--- config.mk ---
export PLATFORM = sky130hd
export DESIGN_NAME = xport_rx
export DESIGN_NICKNAME = d
export VERILOG_FILES = /design/src/rtl/xrx_pkg.sv /design/src/rtl/xrx_code_det.sv /design/src/rtl/xrx_assembler.sv /design/src/rtl/xrx_fifo.sv /design/src/rtl/xport_rx.sv
export SDC_FILE = /design/constraint.sdc
export NUM_CORES = 1
export LEC_CHECK = 0
export ABC_CLOCK_PERIOD_IN_PS = 6200
export BUFFER_PORTS_ARGS = -buffer_cell sky130_fd_sc_hd__buf_2
export CELL_PAD_IN_SITES_DETAIL_PLACEMENT = 1
export CELL_PAD_IN_SITES_GLOBAL_PLACEMENT = 2
export CORE_ASPECT_RATIO = 1.4
export CORE_MARGIN = 8
export CORE_UTILIZATION = 50
export CTS_CLUSTER_SIZE = 10
export DETAILED_ROUTE_END_ITERATION = 16
export GPL_TIMING_DRIVEN = 0
export PLACE_DENSITY = 0.87
export SLEW_MARGIN = 20
export SYNTH_ARGS = -nofsm -noshare
export SYNTH_HDL_FRONTEND = slang
export SYNTH_SLANG_ARGS = --single-unit
--- constraint.sdc ---
create_clock -name clk -period 6.2 [get_ports clk]
set_input_delay 0.31 -clock clk [delete_from_list [all_inputs] [get_ports clk]]
set_output_delay 0.31 -clock clk [all_outputs]
set_load 0.03 [all_outputs]
--- src/rtl/xrx_pkg.sv ---
package xrx_pkg;

    typedef struct packed {
        logic [7:0] y0;
        logic [7:0] y1;
        logic [7:0] cb;
        logic [7:0] cr;
        logic       sol;
        logic       sof;
        logic       fid;
    } xrx_pair_t;

    typedef enum logic [1:0] {
        CD_IDLE = 2'd0,
        CD_HI   = 2'd1,
        CD_Z1   = 2'd2,
        CD_Z2   = 2'd3
    } xrx_cd_state_t;

    localparam logic [7:0] XRX_MARK_HI = 8'hFF;
    localparam logic [7:0] XRX_MARK_LO = 8'h00;

    function automatic logic xrx_is_end(input logic [7:0] xy);
        return xy[4];
    endfunction

    function automatic logic xrx_vblank(input logic [7:0] xy);
        return xy[5];
    endfunction

    function automatic logic xrx_field(input logic [7:0] xy);
        return xy[6];
    endfunction

endpackage

--- src/rtl/xrx_code_det.sv ---
module xrx_code_det
    import xrx_pkg::*;
(
    input  logic       clk,
    input  logic       rst,
    input  logic       en,
    input  logic [7:0] data,
    output logic       consumed,
    output logic       hit
);

    xrx_cd_state_t state_q, state_d;

    always_comb begin
        state_d  = state_q;
        consumed = 1'b0;
        hit      = 1'b0;
        if (en) begin
            unique case (state_q)
                CD_IDLE: begin
                    if (data == XRX_MARK_HI) begin
                        consumed = 1'b1;
                        state_d  = CD_HI;
                    end
                end
                CD_HI: begin
                    consumed = (data == XRX_MARK_LO) || (data == XRX_MARK_HI);
                    state_d  = (data == XRX_MARK_LO) ? CD_Z1 :
                               (data == XRX_MARK_HI) ? CD_HI : CD_IDLE;
                end
                CD_Z1: begin
                    consumed = (data == XRX_MARK_LO) || (data == XRX_MARK_HI);
                    state_d  = (data == XRX_MARK_LO) ? CD_Z2 :
                               (data == XRX_MARK_HI) ? CD_HI : CD_IDLE;
                end
                CD_Z2: begin
                    consumed = 1'b1;
                    hit      = data[7];
                    state_d  = CD_IDLE;
                end
                default: state_d = CD_IDLE;
            endcase
        end
    end

    always_ff @(posedge clk) begin
        if (rst) state_q <= CD_IDLE;
        else     state_q <= state_d;
    end

endmodule

--- src/rtl/xrx_assembler.sv ---
module xrx_assembler
    import xrx_pkg::*;
(
    input  logic       clk,
    input  logic       rst,
    input  logic       wide,
    input  logic       take,
    input  logic       line_start,
    input  logic [7:0] luma,
    input  logic [7:0] chroma,
    input  logic       sof_in,
    input  logic       fid_in,
    output logic       push,
    output xrx_pair_t  pair
);

    logic [1:0] phase_q, ph, ph_next;
    xrx_pair_t  acc_q;
    logic       last;

    always_comb begin
        ph      = line_start ? 2'd0 : phase_q;
        last    = wide ? (ph == 2'd1) : (ph == 2'd3);
        ph_next = wide ? {1'b0, ~ph[0]} : ph + 2'd1;
        push    = take && last;
        pair    = acc_q;
        pair.y1 = luma;
        if (wide) pair.cr = chroma;
        pair.fid = fid_in;
    end

    always_ff @(posedge clk) begin
        if (rst) begin
            phase_q <= 2'd0;
            acc_q   <= '0;
        end else if (take) begin
            phase_q <= ph_next;
            if (wide) begin
                if (ph == 2'd0) begin
                    acc_q.y0 <= luma;
                    acc_q.cb <= chroma;
                end else begin
                    acc_q.sol <= 1'b0;
                    acc_q.sof <= 1'b0;
                end
            end else begin
                unique case (ph)
                    2'd0: acc_q.cb <= luma;
                    2'd1: acc_q.y0 <= luma;
                    2'd2: acc_q.cr <= luma;
                    default: begin
                        acc_q.sol <= 1'b0;
                        acc_q.sof <= 1'b0;
                    end
                endcase
            end
            if (line_start) begin
                acc_q.sol <= 1'b1;
                acc_q.sof <= sof_in;
            end
        end
    end

endmodule

--- src/rtl/xrx_fifo.sv ---
module xrx_fifo #(
    parameter int W     = 35,
    parameter int DEPTH = 16
) (
    input  logic                         clk,
    input  logic                         rst,
    input  logic                         wr_en,
    input  logic [W-1:0]                 wr_data,
    input  logic                         rd_en,
    output logic [W-1:0]                 rd_data,
    output logic                         rd_valid,
    output logic [$clog2(DEPTH+1)-1:0]   level
);

    localparam int AW = (DEPTH > 1) ? $clog2(DEPTH) : 1;
    localparam int CW = $clog2(DEPTH+1);

    logic [W-1:0]  mem [DEPTH];
    logic [AW-1:0] wptr_q, rptr_q;
    logic [CW-1:0] cnt_q;
    logic          do_wr, do_rd;

    always_comb begin
        do_wr    = wr_en && (cnt_q != CW'(DEPTH));
        do_rd    = rd_en && (cnt_q != '0);
        rd_valid = (cnt_q != '0);
        rd_data  = mem[rptr_q];
        level    = cnt_q;
    end

    always_ff @(posedge clk) begin
        if (do_wr) mem[wptr_q] <= wr_data;
    end

    always_ff @(posedge clk) begin
        if (rst) begin
            wptr_q <= '0;
            rptr_q <= '0;
            cnt_q  <= '0;
        end else begin
            if (do_wr) wptr_q <= (wptr_q == AW'(DEPTH-1)) ? '0 : wptr_q + 1'b1;
            if (do_rd) rptr_q <= (rptr_q == AW'(DEPTH-1)) ? '0 : rptr_q + 1'b1;
            if (do_wr && !do_rd)      cnt_q <= cnt_q + 1'b1;
            else if (do_rd && !do_wr) cnt_q <= cnt_q - 1'b1;
        end
    end

endmodule

--- src/rtl/xport_rx.sv ---
module xport_rx
    import xrx_pkg::*;
#(
    parameter int DEPTH  = 16,
    parameter int THRESH = 12
) (
    input  logic       clk,
    input  logic       rst,
    input  logic       cfg_wide,
    input  logic       cfg_code_en,
    input  logic       cfg_href_rise,
    input  logic       cfg_vref_rise,
    input  logic       rx_dir_req,
    input  logic       in_valid,
    input  logic [7:0] in_luma,
    input  logic [7:0] in_chroma,
    input  logic       in_href,
    input  logic       in_vref,
    output logic       in_ready,
    output logic       rx_on,
    input  logic       out_pop,
    output logic       out_valid,
    output logic [7:0] out_y0,
    output logic [7:0] out_y1,
    output logic [7:0] out_cb,
    output logic [7:0] out_cr,
    output logic       out_sol,
    output logic       out_sof,
    output logic       out_fid
);

    localparam int CW = $clog2(DEPTH+1);
    localparam int PW = $bits(xrx_pair_t);

    logic href_q, vref_q, rx_on_q, sof_pend, fid_q;
    logic code_act, lstart_pend, vblank_q;
    logic code_consumed, code_hit;
    logic v_edge, h_byte, ref_take, ref_ls;
    logic sav_open, field_code, code_take, code_ls;
    logic field_evt, take, line_start, push;
    xrx_pair_t       pair, head;
    logic [PW-1:0]   head_bits;
    logic [CW-1:0]   fifo_count;

    xrx_code_det u_det (
        .clk      (clk),
        .rst      (rst),
        .en       (in_valid && cfg_code_en),
        .data     (in_luma),
        .consumed (code_consumed),
        .hit      (code_hit)
    );

    always_comb begin
        v_edge     = in_valid && !cfg_code_en &&
                     (in_vref == cfg_vref_rise) && (vref_q != cfg_vref_rise);
        h_byte     = in_valid && !cfg_code_en && !v_edge;
        ref_take   = h_byte && (in_href == cfg_href_rise);
        ref_ls     = ref_take && (href_q != cfg_href_rise);
        sav_open   = code_hit && !xrx_is_end(in_luma) && !xrx_vblank(in_luma);
        field_code = sav_open && vblank_q;
        code_take  = in_valid && cfg_code_en && !code_consumed && code_act;
        code_ls    = code_take && lstart_pend;
        field_evt  = v_edge || field_code;
        take       = rx_on_q && (cfg_code_en ? code_take : ref_take);
        line_start = rx_on_q && (cfg_code_en ? code_ls : ref_ls);
    end

    always_ff @(posedge clk) begin
        if (rst) begin
            href_q      <= 1'b0;
            vref_q      <= 1'b0;
            rx_on_q     <= 1'b0;
            sof_pend    <= 1'b0;
            fid_q       <= 1'b0;
            code_act    <= 1'b0;
            lstart_pend <= 1'b0;
            vblank_q    <= 1'b1;
        end else begin
            if (in_valid && !cfg_code_en) vref_q <= in_vref;
            if (h_byte) href_q <= in_href;

            if (code_hit) begin
                if (xrx_is_end(in_luma)) begin
                    code_act <= 1'b0;
                end else begin
                    code_act    <= !xrx_vblank(in_luma);
                    lstart_pend <= !xrx_vblank(in_luma);
                end
                if (xrx_vblank(in_luma)) vblank_q <= 1'b1;
                else if (sav_open)       vblank_q <= 1'b0;
            end else if (code_ls) begin
                lstart_pend <= 1'b0;
            end

            if (field_evt) begin
                rx_on_q  <= rx_dir_req;
                sof_pend <= 1'b1;
                fid_q    <= cfg_code_en ? xrx_field(in_luma)
                                        : (in_href == cfg_href_rise);
            end else if (take && line_start) begin
                sof_pend <= 1'b0;
            end
        end
    end

    xrx_assembler u_asm (
        .clk        (clk),
        .rst        (rst),
        .wide       (cfg_wide),
        .take       (take),
        .line_start (line_start),
        .luma       (in_luma),
        .chroma     (in_chroma),
        .sof_in     (sof_pend),
        .fid_in     (fid_q),
        .push       (push),
        .pair       (pair)
    );

    xrx_fifo #(.W(PW), .DEPTH(DEPTH)) u_fifo (
        .clk      (clk),
        .rst      (rst),
        .wr_en    (push),
        .wr_data  (pair),
        .rd_en    (out_pop),
        .rd_data  (head_bits),
        .rd_valid (out_valid),
        .level    (fifo_count)
    );

    always_comb begin
        head     = xrx_pair_t'(head_bits);
        out_y0   = head.y0;
        out_y1   = head.y1;
        out_cb   = head.cb;
        out_cr   = head.cr;
        out_sol  = head.sol;
        out_sof  = head.sof;
        out_fid  = head.fid;
        in_ready = (fifo_count < CW'(THRESH));
        rx_on    = rx_on_q;
    end

endmodule

======== Yosys cells after proc, flatten, opt, wreduce, memory -nomap -nowiden ========
Memories as Yosys holds them, arrays and structs flattened. A register that Yosys moved wholly into a read port is not among the register bits.
Cells that the tools add are included.
word-level totals
  register bits ........................... 51
  RAM bits ................................ 560
  bits of input ports ..................... 27
  output and inout port bits .............. 38
  word-level logic and storage cells ...... 136
  memories ................................ 1
memory list
  name        depth  bits a word  rd ports  clocked after memory_dff  wr ports  line            source
  u_fifo.mem  16     35           1         1                         1         xrx_fifo.sv:18  logic [W-1:0] mem [DEPTH];
cells by class
  add/subtract/negate cells ............... 5
  order comparisons ....................... 1
  equal/unequal tests ..................... 19
  mux-type cells .......................... 42
  bitwise logic cells ..................... 2
  reductions and logical operators ........ 48
operators with widths
  cell                   number
  $mux W8                6
  $logic_and A1 B1 Y1    21
  $mux W1                19
  $mux W2                9
  $mux W4                4
  $mux W5                2
  $reduce_bool A2 Y1     5
  $reduce_and A3 Y1      3
  $add A4 B1 Y4 const B  2
  $eq A2 B2 Y1 const B   4
  $eq A4 B4 Y1 const B   2
  $eq A8 B8 Y1 const B   1
  $logic_not A8 Y1       1
  $pmux W2 S4            1
  $reduce_and A2 Y1      4
  $logic_not A1 Y1       7
  $add A5 B1 Y5 const B  1
  $lt A5 B4 Y1 const B   1
  $ne A5 B5 Y1 const B   1
  $reduce_bool A5 Y1     1
  $sub A5 B1 Y5 const B  1
  $eq A2 B1 Y1 const B   2
  $logic_not A2 Y1       2
  $ne A2 B1 Y1 const B   2
  other kinds (11)       15

======== Logic depth before layout (Yosys ltp) ========
  depth in word-level cells ............... 19
  gate-level depth with buffers ........... 16
  depth with buffers taken out ............ 15

======== Hierarchy ========
A second synthesis with hierarchy kept.
unflattened totals
  cell total of the unflattened synthesis .. 1,219
  area, all modules ....................... 24,220.7 sq um
modules (own cells, without submodules)
  module         times used  cells each  area each (sq um)  seq. area each (sq um)
  xrx_fifo       1           967         21,843.4           17,156.5
  xrx_assembler  1           166         1,639.1            560.5
  xport_rx       1           51          455.4              160.2
  xrx_code_det   1           35          282.8              40.0

======== Least setup slack after synthesis ========
Ideal clock, no wire load.
  path kind ............................... reg-to-reg
  start ................................... register u_det.state_q[0]
  end ..................................... memory u_fifo.mem[3][0], enable pin
  library setup time ...................... 471 ps
  arrival time ............................ 4,155 ps
  data required time ...................... 5,729 ps
  path slack .............................. 1,574 ps
  cell stages (with the launch flop) ...... 9
  path buffers ............................ 0
  period minus slack after synthesis ...... 4,626 ps
  cells stage by stage .................... dfxtp_1 > inv_1 > ha_1 > nor4_4 > a31o_4 > a221o_2 > and4_4 > nand2_1 > nor3_1
between the ends
  cells in the longest elaborated chain, start to end .. 17
  elaborated cells on any way between the ends .. 23
  classes of those cells .................. eq/ne: 5; mux: 8; reduce/logical: 10
RTL lines
  element                                       line                 source
  start, declared                               xrx_code_det.sv:12   xrx_cd_state_t state_q, state_d;
  start signal, assigned                        xrx_code_det.sv:48   else state_q <= state_d;
  $eq A2 B1 Y1 or $eq A2 B2 Y1 (tied branches)  xrx_code_det.sv:19   unique case (state_q)
  $reduce_or A2 Y1 (no source line)             --
  $pmux W1 S3 (*)                               xrx_code_det.sv:19
  $mux W1 (*)                                   xrx_code_det.sv:18   if (en) begin
  $logic_not A1 Y1 (*)                          xport_rx.sv:62       code_take = in_valid && cfg_code_en && !code_consumed && code_act;
  $logic_and A1 B1 Y1 (*) (2 in series)         xport_rx.sv:62
  $logic_and A1 B1 Y1                           xport_rx.sv:63       code_ls = code_take && lstart_pend;
  $mux W1                                       xport_rx.sv:66       line_start = rx_on_q && (cfg_code_en ? code_ls : ref_ls);
  $logic_and A1 B1 Y1                           xport_rx.sv:66
  $mux W2                                       xrx_assembler.sv:22  ph = line_start ? 2'd0 : phase_q;
  $eq A2 B2 Y1 or $eq A2 B1 Y1 (tied branches)  xrx_assembler.sv:23  last = wide ? (ph == 2'd1) : (ph == 2'd3);
  $mux W1                                       xrx_assembler.sv:23
  $logic_and A1 B1 Y1 (*)                       xrx_assembler.sv:25  push = take && last;
  $logic_and A1 B1 Y1 (*)                       xrx_fifo.sv:24       do_wr = wr_en && (cnt_q != CW'(DEPTH));
  $mux W1 (*)                                   xrx_fifo.sv:32       if (do_wr) mem[wptr_q] <= wr_data;
  $mux W1 (not written as such) (*)             xrx_fifo.sv:32
  end, declared                                 xrx_fifo.sv:18
Every way passes the cells marked *; elsewhere a longest branch is shown, timed or not.

==> impl_metrics.ini <==
[logic_synthesis]
syn_inst = 1105
seq_area_frac_synth_pct = 74.9
synth_seq_cells = 615
synth_cell_types = 55
synth_edf_count = 560
syn_nets = 1147
yosys_warnings = 0
synthArstFlopShare_pct = 0
synth.avg_cell_area_sq_um = 21.6
netlist_area_sq_um = 23900
synth_flop_cell = edfxtp_1

[timing]
worst_clock_skew_ns = 0.0229
finalMaxSlewViolations = 0
relSlewSlack_pct = 27.1
finalWorstSetupSlack_ns = 2.05
max_freq_mhz = 241
worst_pin_slew_ns = 1.09
period_needed_ns = 4.15
setup_viol = 0
rsz0062_at_grt = no
finalCritPeriodShare_pct = 66.9
hold_violations = 0
tns_ns = 0
whs_ns = 0.0460

[grt]
grt_usage_pct = 21.7
grt_pass1_wl_um = 86900
gr-total-overflow = 0
grt_max_degree = 36
antenna_found_initial = 0
grt_pass1_vias = 13045

[placed_design]
place_inst = 1803
placed_area_sq_um = 25100
io_buffers = 63
place_hpwl_um = 34000
gp_congestion = 0.736
place_ws_ns = 2.16

[setup_path]
criticalPathCategory = register to primary output
reg2reg_to = u_fifo.level[4]$_SDFFE_PP0P_
worst_ep_required_time_ns = 5.89
reg2reg_depth = 15
cp_max_fo = 10
setup.worst_path.end = out_y0[3]
reg2reg_slack_ns = 2.25
start_kind = register
arrival_ns = 3.84
endpoint_kind = primary output
regToRegStartpoint = u_det.state_q[0]$_SDFFE_PP0P_

[routing]
antenna_left = 0
via_per_inst = 6.22
drt_iter0_markers = 1078
vias = 11884
drc = 0
dr.pass1.iters = 6
wirelength_um = 59600
wl_per_cell_um = 31.2

[power]
p_comb_share_pct = 13.7
p_clk_share_pct = 38.6
power_leakage_uw = 0.00770
p_per_area_nw_per_um2 = 350
intPower_uw = 7170
peakVddDrop_uv = 209
p_sw_uw = 2320
swShare_pct = 24.4
seqPwrFrac_pct = 47.7

[die]
core_area_sq_um = 47700
initial_core_util_pct = 50.2
fp-row-count = 95
dieArea_sq_um = 55200
ios = 65
die_x_um = 201
die_h_um = 275

[cells_and_area]
final_common_cell = edfxtp_1
layout-drive-gt1-share_pct = 29.3
fin_nets = 1290
layout-area-overhead-vs-synth_pct = 13.4
diodes = 0
final_cells = 1910
fin_area_sq_um = 27100
layout_common_cells = edfxtp_1 (560), mux4_2 (175), clkbuf_16 (72)

[clock_network]
cts_tree = built
cts.clk_slew.worst_paths_ns = 0.06
root_buffer = clkbuf_16
cts_max_level = 3
numCtsBuffers = 71
cts_resized = 0
cts_setup_buffers = 0
ctsHoldBuffers = 2
worstSkewPairLatency_ns = 0.59
cts_buffer_depth = 3
cts_num_sinks = 615

[status]
status = finished, final reports clean

[run]
maxCapViolCount = 0

[hold_path]
min_path_type = input port to register
power groups by stage:
stage	logic, uW	registers (uW)	clock network (uW)
after floorplan	927	4610	0
after global placement	1280	4610	0
after detailed placement	1300	4620	0
after CTS	1320	4530	3710
after global routing	1380	4530	3840
final	1300	4530	3670
cells by family (layout without fill, tap and decap cells):
kind of cell | after synthesis | count (layout) | synth area share (%)
AO/OA/AOI/OAI | 65 | 65 | 2.04
XOR/XNOR | 7 | 7 | 0.256
adder cells (fa/ha/maj) | 15 | 15 | 0.816
buffers and inverters | 64 | 239 | 1.06
flip-flops | 615 | 615 | 74.9
multiplexers | 207 | 207 | 17.9
AND/OR/NAND/NOR | 132 | 132 | 3.03
cell type report:
| class | count | area, sq um |
|---|---|---|
| fillers | 4005 | 20500 |
| flip-flops and latches | 615 | 17900 |
| multi-input cells | 426 | 5820 |
| clock buffers | 100 | 1910 |
| well taps | 630 | 788 |
| repair buffers | 70 | 377 |
| plain buffers | 56 | 235 |
| clock inverters | 5 | 47.5 |
| inverters | 8 | 30.0 |
per-stage QoR:
stage	total power (uW)	utilization, %
final	9500	56.9
after global routing	9750	56.9
after CTS	9560	56.9
after detailed placement	5920	52.7
after global placement	5900	52.5
after floorplan	5540	-
metal layers:
metal / wire [um] / vias to the layer above / global-route usage, %
li1: - / 4886 / -
met1: 22700 / 6350 / 26.2
met2: 31400 / 524 / 39.0
met3: 3690 / 124 / 3.68
met4: 1770 / 0 / 7.90
met5: 0 / - / 0
sequential cells by signal (all words and copies together) (netlist names), named ones only:
register and cells:
rx_on 1, sof_pend 1, u_det.state_q 2, u_fifo.mem 560, u_asm.phase_q 2, code_act 1, u_fifo.wptr_q 4, href_q 1
vref_q 1, u_asm.acc_q 8, lstart_pend 1, fid_q 1, u_fifo.rptr_q 4, u_asm.pair 18, vblank_q 1, u_fifo.level 5
Yosys cell counts (5+ instances only):
cell type | n | share of area (%)
buf_2 | 5 | 0.10
nor2_1 | 37 | 0.58
clkbuf_1 | 34 | 0.53
and3_1 | 18 | 0.47
a21oi_1 | 22 | 0.46
nand2b_1 | 20 | 0.52
nand2_1 | 17 | 0.27
ha_1 | 14 | 0.73
mux2_2 | 9 | 0.42
inv_1 | 8 | 0.13
a211oi_1 | 10 | 0.31
buf_1 | 16 | 0.25
o21ai_1 | 8 | 0.17
nand3b_1 | 9 | 0.28
mux2i_1 | 23 | 0.96
dfxtp_1 | 55 | 4.6
edfxtp_1 | 560 | 70
mux4_2 | 175 | 16
how the worst min path moves through the flow:
stage / start / to / slack (ns) / cells after the start
6_report: in_href / href_q$_SDFFE_PP0N_ / 0.05 / 3
5_1_grt: in_href / href_q$_SDFFE_PP0N_ / 0.06 / 3
4_1_cts: in_href / href_q$_SDFFE_PP0N_ / 0.02 / 3
3_5_place_dp: lstart_pend$_SDFFE_PP0P_ / lstart_pend$_SDFFE_PP0P_ / 0.46 / 2
3_3_place_gp: lstart_pend$_SDFFE_PP0P_ / lstart_pend$_SDFFE_PP0P_ / 0.45 / 2
2_1_floorplan: in_luma[0] / u_fifo.mem[0][19]$_DFFE_PP_ / 0.41 / 0
critical path, stage by stage, from the launching register on:
cell,delay [ns]
dfxtp_1,0.32
clkbuf_1,0.30
buf_2,0.39
buf_1,0.85
mux4_2,0.63
mux4_2,0.53
buf_2,0.21
Note: power is estimated with default switching activity, not from simulation.
